==> config.mk <==
export PLATFORM = sky130hd
export DESIGN_NAME = hdlc_rx_status
export DESIGN_NICKNAME = d
export VERILOG_FILES = /design/src/rtl/hdlc_rx_pkg.sv /design/src/rtl/hdlc_rx_crc.sv /design/src/rtl/hdlc_rx_sat_cnt.sv /design/src/rtl/hdlc_rx_status.sv
export SDC_FILE = /design/constraint.sdc
export NUM_CORES = 1
export LEC_CHECK = 0
export ABC_AREA = 1
export BUFFER_PORTS_ARGS = -buffer_cell sky130_fd_sc_hd__buf_2
export CORE_UTILIZATION = 59
export DETAILED_ROUTE_END_ITERATION = 10
export PLACE_DENSITY = 0.86
export SYNTH_ARGS = -nofsm -noshare
export SYNTH_HDL_FRONTEND = slang
export SYNTH_SLANG_ARGS = --single-unit
==> constraint.sdc <==
create_clock -name clk -period 1.85 [get_ports clk]
set_input_delay 0.0925 -clock clk [delete_from_list [all_inputs] [get_ports clk]]
set_output_delay 0.0925 -clock clk [all_outputs]
set_load 0.02 [all_outputs]
==> src/rtl/hdlc_rx_pkg.sv <==
package hdlc_rx_pkg;

  typedef enum logic [1:0] {
    ST_HUNT  = 2'd0,
    ST_IDLE  = 2'd1,
    ST_FRAME = 2'd2
  } rx_state_e;

  // close_status bit positions
  localparam int STAT_CRC  = 0;
  localparam int STAT_NOCT = 1;
  localparam int STAT_ABT  = 2;
  localparam int STAT_W    = 3;

  localparam int OCTET_W   = 8;
  localparam int ABORT_RUN = 7;
  localparam int NUM_CRC   = 2;
  localparam logic [1:0] SEL_CRC32 = 2'b10;

  function automatic int crc_width(input int k);
    return (k == 0) ? 16 : 32;
  endfunction

  function automatic logic [31:0] crc_poly(input int k);
    return (k == 0) ? 32'h0000_8408 : 32'hEDB8_8320;
  endfunction

  function automatic logic [31:0] crc_init(input int k);
    return (k == 0) ? 32'h0000_FFFF : 32'hFFFF_FFFF;
  endfunction

  function automatic logic [31:0] crc_resid(input int k);
    return (k == 0) ? 32'h0000_F0B8 : 32'hDEBB_20E3;
  endfunction

endpackage

==> src/rtl/hdlc_rx_crc.sv <==
module hdlc_rx_crc #(
  parameter int unsigned   W     = 16,
  parameter logic [W-1:0]  POLY  = '0,
  parameter logic [W-1:0]  INIT  = '1,
  parameter logic [W-1:0]  RESID = '0
) (
  input  logic clk,
  input  logic rst_n,
  input  logic start,
  input  logic en,
  input  logic din,
  output logic match
);

  logic [W-1:0] reg_q;
  logic [W-1:0] base;
  logic [W-1:0] nxt;
  logic         fb;

  // Reflected serial division; the whole frame including the check
  // field leaves a fixed residue when it is intact.
  always_comb begin
    base = start ? INIT : reg_q;
    fb   = base[0] ^ din;
    nxt  = (base >> 1) ^ (fb ? POLY : '0);
  end

  always_ff @(posedge clk) begin
    if (!rst_n)  reg_q <= INIT;
    else if (en) reg_q <= nxt;
  end

  assign match = (reg_q == RESID);

endmodule

==> src/rtl/hdlc_rx_sat_cnt.sv <==
module hdlc_rx_sat_cnt #(
  parameter int unsigned W = 16
) (
  input  logic         clk,
  input  logic         rst_n,
  input  logic         clr,
  input  logic         inc,
  output logic [W-1:0] q
);

  always_ff @(posedge clk) begin
    if (!rst_n || clr)         q <= '0;
    else if (inc && (q != '1)) q <= q + 1'b1;
  end

endmodule

==> src/rtl/hdlc_rx_status.sv <==
module hdlc_rx_status
  import hdlc_rx_pkg::*;
#(
  parameter int unsigned CNT_W = 16
) (
  input  logic                clk,
  input  logic                rst_n,
  input  logic [1:0]          crc_sel,
  input  logic                irq_en,
  input  logic                cnt_clr,
  input  logic                s_valid,
  output logic                s_ready,
  input  logic                s_bit,
  input  logic                s_drop,
  input  logic                s_flag,
  output logic                m_valid,
  input  logic                m_ready,
  output logic [OCTET_W-1:0]  m_data,
  output logic                close_stb,
  output logic [STAT_W-1:0]   close_status,
  output logic                irq,
  output logic [CNT_W-1:0]    abort_cnt,
  output logic [CNT_W-1:0]    crc_err_cnt
);

  localparam int POS_W = $clog2(OCTET_W);
  localparam int RUN_W = $clog2(ABORT_RUN + 1);
  localparam int NB_W  = 3;
  localparam logic [NB_W-1:0] MIN_OCT16 = NB_W'(crc_width(0) / OCTET_W + 1);
  localparam logic [NB_W-1:0] MIN_OCT32 = NB_W'(crc_width(1) / OCTET_W + 1);

  rx_state_e            state;
  logic [RUN_W-1:0]     ones_run;
  logic [OCTET_W-1:0]   shreg;
  logic [POS_W-1:0]     bitpos;
  logic [NB_W-1:0]      nbytes;
  logic                 use32;

  logic                 accept, data_beat, seventh_one;
  logic                 in_frame, frame_start, crc_en;
  logic                 fr_abort, fr_end, nonoct, too_short, crc_ok;
  logic                 close_n;
  logic [STAT_W-1:0]    status_n;
  logic [NUM_CRC-1:0]   crc_match;
  logic [OCTET_W-1:0]   shifted;

  assign s_ready     = !m_valid;
  assign accept      = s_valid && s_ready;
  assign data_beat   = accept && !s_drop && !s_flag;
  assign seventh_one = data_beat && s_bit && (ones_run == RUN_W'(ABORT_RUN - 1));
  assign in_frame    = (state == ST_FRAME);
  assign frame_start = (state == ST_IDLE) && data_beat;
  assign crc_en      = data_beat && (state != ST_HUNT);
  assign shifted     = {s_bit, shreg[OCTET_W-1:1]};

  // One serial checker per supported polynomial
  for (genvar g = 0; g < NUM_CRC; g++) begin : g_crc
    localparam int GW = crc_width(g);
    hdlc_rx_crc #(
      .W    (GW),
      .POLY (GW'(crc_poly(g))),
      .INIT (GW'(crc_init(g))),
      .RESID(GW'(crc_resid(g)))
    ) u_crc (
      .clk  (clk),
      .rst_n(rst_n),
      .start(frame_start),
      .en   (crc_en),
      .din  (s_bit),
      .match(crc_match[g])
    );
  end

  // Classification, fixed precedence: abort > non-octet > check
  always_comb begin
    fr_abort  = in_frame && seventh_one;
    fr_end    = in_frame && accept && s_flag;
    nonoct    = (bitpos != '0);
    too_short = nbytes < (use32 ? MIN_OCT32 : MIN_OCT16);
    crc_ok    = use32 ? crc_match[1] : crc_match[0];
    close_n   = fr_abort || fr_end;
    status_n  = '0;
    if (fr_abort)                     status_n[STAT_ABT]  = 1'b1;
    else if (fr_end && nonoct)        status_n[STAT_NOCT] = 1'b1;
    else if (fr_end && (too_short || !crc_ok)) status_n[STAT_CRC] = 1'b1;
  end

  hdlc_rx_sat_cnt #(.W(CNT_W)) u_abort_cnt (
    .clk  (clk),
    .rst_n(rst_n),
    .clr  (cnt_clr),
    .inc  (status_n[STAT_ABT]),
    .q    (abort_cnt)
  );

  hdlc_rx_sat_cnt #(.W(CNT_W)) u_crc_cnt (
    .clk  (clk),
    .rst_n(rst_n),
    .clr  (cnt_clr),
    .inc  (status_n[STAT_CRC]),
    .q    (crc_err_cnt)
  );

  // Run of consecutive data ones; any other accepted beat breaks it
  always_ff @(posedge clk) begin
    if (!rst_n) begin
      ones_run <= '0;
    end else if (accept) begin
      if (data_beat && s_bit) begin
        if (ones_run != RUN_W'(ABORT_RUN)) ones_run <= ones_run + 1'b1;
      end else begin
        ones_run <= '0;
      end
    end
  end

  // Frame state and octet assembly
  always_ff @(posedge clk) begin
    if (!rst_n) begin
      state  <= ST_HUNT;
      shreg  <= '0;
      bitpos <= '0;
      nbytes <= '0;
      use32  <= 1'b0;
    end else begin
      unique case (state)
        ST_HUNT: begin
          if (accept && s_flag) state <= ST_IDLE;
        end
        ST_IDLE: begin
          if (frame_start) begin
            state  <= ST_FRAME;
            shreg  <= {s_bit, {(OCTET_W-1){1'b0}}};
            bitpos <= POS_W'(1);
            nbytes <= '0;
            use32  <= (crc_sel == SEL_CRC32);
          end
        end
        ST_FRAME: begin
          if (fr_abort) begin
            state <= ST_HUNT;
          end else if (fr_end) begin
            state <= ST_IDLE;
          end else if (data_beat) begin
            bitpos <= bitpos + 1'b1;
            if (bitpos == POS_W'(OCTET_W - 1)) begin
              shreg <= '0;
              if (nbytes != '1) nbytes <= nbytes + 1'b1;
            end else begin
              shreg <= shifted;
            end
          end
        end
        default: state <= ST_HUNT;
      endcase
    end
  end

  // Output byte register and close signalling
  always_ff @(posedge clk) begin
    if (!rst_n) begin
      m_valid      <= 1'b0;
      m_data       <= '0;
      close_stb    <= 1'b0;
      close_status <= '0;
      irq          <= 1'b0;
    end else begin
      if (m_valid && m_ready) m_valid <= 1'b0;
      if (in_frame && data_beat && !seventh_one &&
          (bitpos == POS_W'(OCTET_W - 1))) begin
        m_valid <= 1'b1;
        m_data  <= shifted;
      end else if (fr_end && nonoct) begin
        m_valid <= 1'b1;
        m_data  <= shreg;
      end
      close_stb    <= close_n;
      close_status <= status_n;
      irq          <= close_n && irq_en;
    end
  end

endmodule

==> results.yml <==
timing:
  fin_setup_tns_ps: -32.4
  post-route-period-util_pct: 101
  fin_ws_ps: -17.5
  finClkSkew_ps: 8.38
  final_hold_viol_count: 0
  min_period_ps: 1870
  final.hold.worst_slack_ps: 61.6
  worst_slew_margin_rel_pct: 68.9
  fmax_mhz: 535
  timing.final.max_slew_violations: 0
  setup-violations-final: 5
  worst_pin_slew_ps: 466
critical_path:
  worstReg2RegStart: "u_abort_cnt.q[1]$_SDFFE_PP0P_"
  crit_type: "flip-flop to flip-flop"
  required_ps: 2250
  critPathArrivalTime_ps: 2270
  critical_path_peak_fanout: 7
  regToRegSetupSlack_ps: -20
  cp-end-kind: "flip-flop"
  worst_r2r_endpoint: "u_abort_cnt.q[0]$_SDFFE_PP0P_"
  r2r.worst_path.cells: 7
  critical_path.startpoint_type: "flip-flop"
place:
  dpl.hpwl_mm: 8.21
  place.gp.congestion: 0.886
  dp_worst_setup_slack_ps: -108
  portBuffers: 57
power_and_ir_drop:
  sequentialPowerShare_pct: 41.5
  power_switching_share_pct: 21.3
  leakage_nw: 3.26
  power.net_switching_mw: 1.28
  clkPwrFrac_pct: 55.2
  report.power.total_mw: 6.00
  cellPowerDensity_nw_per_um2: 863
  combinational_power_share_pct: 3.4
  total_internal_power_mw: 4.72
  vdd_drop_max_mv: 0.496
logic_synthesis:
  synth-seq-cells: 114
  postSynthCellCount: 855
  synth_nets: 878
  syn_area_um2: 5790
  synth_warnings: 0
  synth-edff-count: 0
  synth_ff_type: "sky130_fd_sc_hd__dfxtp_1"
  synth_cell_types: 38
  syn-mean-instance-area_um2: 6.77
  ys_async_sr_fraction_pct: 0
  synth-seq-area-share_pct: 39.4
floorplan:
  starting_density_pct: 61.7
  core_area_um2: 9370
  height_of_the_die_um: 101
  fp.dieArea_um2: 10200
  num_rows: 35
  die_width_um: 101
  io-pin-count: 58
clocking:
  cts-root-buf: "sky130_fd_sc_hd__clkbuf_8"
  htree_levels: 4
  clkSlewWorstSetupHoldPaths_ps: 60
  cts.sink_count: 114
  clk_latency_ps: 520
  cts_tree: "built"
  ctsLongestPathBuffers: 2
  cts_inserted_buffers: 17
routing:
  average_via_count_per_standard_cell: 5.42
  drt_drc_violations_left: 0
  routed-via-count: 5774
  drt.antenna.violating_nets: 0
  postRouteWirelength_mm: 14.4
  drt_first_iter_violations: 364
  detailedRoute.firstPassIterationCount: 7
  wl_per_cell_um: 13.5
min_path:
  holdCritStartpoint: "s_flag"
  holdPathEnd: "state[0]$_SDFFE_PN0P_"
  timing.hold.worst.class: "input pin to flip-flop"
  hold_path_depth: 5
final_layout:
  layout_commonest_cell: "sky130_fd_sc_hd__nand2_1"
  drive_gt1_share_pct: 16.6
  diodes: 0
  layout.cells.most_common_list: "247 x sky130_fd_sc_hd__nand2_1, 113 x sky130_fd_sc_hd__dfxtp_1, 110 x sky130_fd_sc_hd__inv_1"
  postLayoutCoreUtil_pct: 74.2
  layout-area-overhead-vs-synth_pct: 20.2
  layout.nets: 947
grt:
  pin_count_of_the_biggest_net_entering_global_routing: 44
  first_global_vias: 5270
  antenna_violations_before_repair: 0
  overflow: 0
  global_route.usage.total_pct: 28.4
  grt_first_pass_wirelength_mm: 23.2
job:
  max-cap-violations: 0
status:
  violations: "setup timing"
  run_status: "finished with violations"
-- area by class of cell --
cell class | instances | area, um2
multi-input combinational | 586 | 2920
sequential | 114 | 2280
fill | 706 | 2420
tap | 129 | 161
clock inverter | 9 | 128
timing repair buffer | 84 | 526
inverter | 121 | 459
clock buffer | 23 | 477
-- worst max-delay path, stage by stage (launching register included) --
cell                      delay (ps)
sky130_fd_sc_hd__dfxtp_1         380
sky130_fd_sc_hd__ha_2            230
sky130_fd_sc_hd__nand3_1         170
sky130_fd_sc_hd__nor3_2          300
sky130_fd_sc_hd__nand3_2         180
sky130_fd_sc_hd__nor2b_4         210
sky130_fd_sc_hd__o21ai_0         200
sky130_fd_sc_hd__a21oi_1          80
-- power groups by stage --
stage	Sequential, mW	Clock [mW]	Combinational [mW]
6_report	2.49	3.31	0.202
5_1_grt	2.49	3.47	0.223
4_1_cts	2.49	3.33	0.195
3_5_place_dp	2.54	0	0.179
3_3_place_gp	2.54	0	0.177
2_1_floorplan	2.54	0	0.135
-- cell families after synthesis --
group	count (synthesis)	synth area share (%)
and+or+nand+nor	442	33.2
buffers and inverters	156	11.3
AOI/OAI and AO/OA	122	12.0
DFF	114	39.4
adders and majority gates	12	2.59
xor gates and xnor gates	9	1.49
-- sequential cells by signal, indices dropped and copies added, names as in the netlist --
register,count
g_crc.u_crc.reg_q,48
u_abort_cnt.q,16
u_crc_cnt.q,16
m_data,8
shreg,8
bitpos,3
close_status,3
nbytes,3
ones_run,3
state,2
close_stb,1
irq,1
m_valid,1
use32,1
-- synthesized netlist by cell type, types with 2 or more instances --
library cell / count / area share [%]
sky130_fd_sc_hd__nand2_1: 249 / 16
sky130_fd_sc_hd__nand2_2: 4 / 0.43
sky130_fd_sc_hd__dfxtp_1: 114 / 39
sky130_fd_sc_hd__nor3_1: 7 / 0.61
sky130_fd_sc_hd__nor2_1: 98 / 6.4
sky130_fd_sc_hd__buf_4: 4 / 0.52
sky130_fd_sc_hd__nor2_2: 7 / 0.76
sky130_fd_sc_hd__inv_2: 11 / 0.71
sky130_fd_sc_hd__o21ai_1: 16 / 1.4
sky130_fd_sc_hd__nor2_8: 2 / 0.69
sky130_fd_sc_hd__nand3_2: 2 / 0.35
sky130_fd_sc_hd__xnor2_1: 6 / 0.91
sky130_fd_sc_hd__nand2_4: 3 / 0.58
sky130_fd_sc_hd__xor2_1: 2 / 0.30
sky130_fd_sc_hd__nand4_1: 23 / 2.5
sky130_fd_sc_hd__inv_1: 110 / 7.1
sky130_fd_sc_hd__ha_1: 12 / 2.6
sky130_fd_sc_hd__o22ai_1: 32 / 3.5
sky130_fd_sc_hd__clkbuf_1: 18 / 1.2
sky130_fd_sc_hd__o211ai_2: 3 / 0.65
sky130_fd_sc_hd__buf_2: 7 / 0.61
sky130_fd_sc_hd__a211oi_1: 2 / 0.26
sky130_fd_sc_hd__o21ai_0: 12 / 1.0
sky130_fd_sc_hd__buf_6: 6 / 1.2
sky130_fd_sc_hd__a21oi_1: 54 / 4.7
sky130_fd_sc_hd__nand3_1: 39 / 3.4
-- metrics by stage --
step / std cells / area (um2)
2_1_floorplan: 855 / 5790
3_3_place_gp: 1024 / 6210
3_5_place_dp: 1024 / 6210
4_1_cts: 1061 / 6870
5_1_grt: 1066 / 6960
6_report: 1066 / 6960
-- metal layers --
| layer | track usage (%) | vias up | wire (um) |
|---|---|---|---|
| met1 | 33.2 | 2606 | 5970 |
| met3 | 5.96 | 42 | 1030 |
| met4 | 11.0 | 0 | 332 |
| met2 | 50.6 | 265 | 7090 |
| met5 | 0 | - | 0 |
| li1 | - | 2861 | - |
-- worst max-delay path by stage --
stage / to / startpoint / slack [ps]
after CTS: u_abort_cnt.q[10]$_SDFFE_PP0P_ / m_valid$_SDFFE_PN0P_ / 20
final: u_abort_cnt.q[0]$_SDFFE_PP0P_ / u_abort_cnt.q[1]$_SDFFE_PP0P_ / -20
after detailed placement: u_abort_cnt.q[3]$_SDFFE_PP0P_ / m_valid$_SDFFE_PN0P_ / -110
after floorplan: u_abort_cnt.q[1]$_SDFFE_PP0P_ / u_abort_cnt.q[0]$_SDFFE_PP0P_ / 80
after global placement: u_abort_cnt.q[3]$_SDFFE_PP0P_ / u_abort_cnt.q[0]$_SDFFE_PP0P_ / -8
after global routing: u_abort_cnt.q[2]$_SDFFE_PP0P_ / u_abort_cnt.q[1]$_SDFFE_PP0P_ / -70
-- what timing repair did --
action / in CTS / in global routing
pin swaps: 0 / 2
buffers inserted: 0 / 4
endpoints found under the setup margin: 7 / 40
hold buffers: 5 / 0
endpoints found under the hold margin: 4 / 0
resized for setup: 1 / 14
gates cloned: 0 / 1
(Power assumes the default switching activity.)
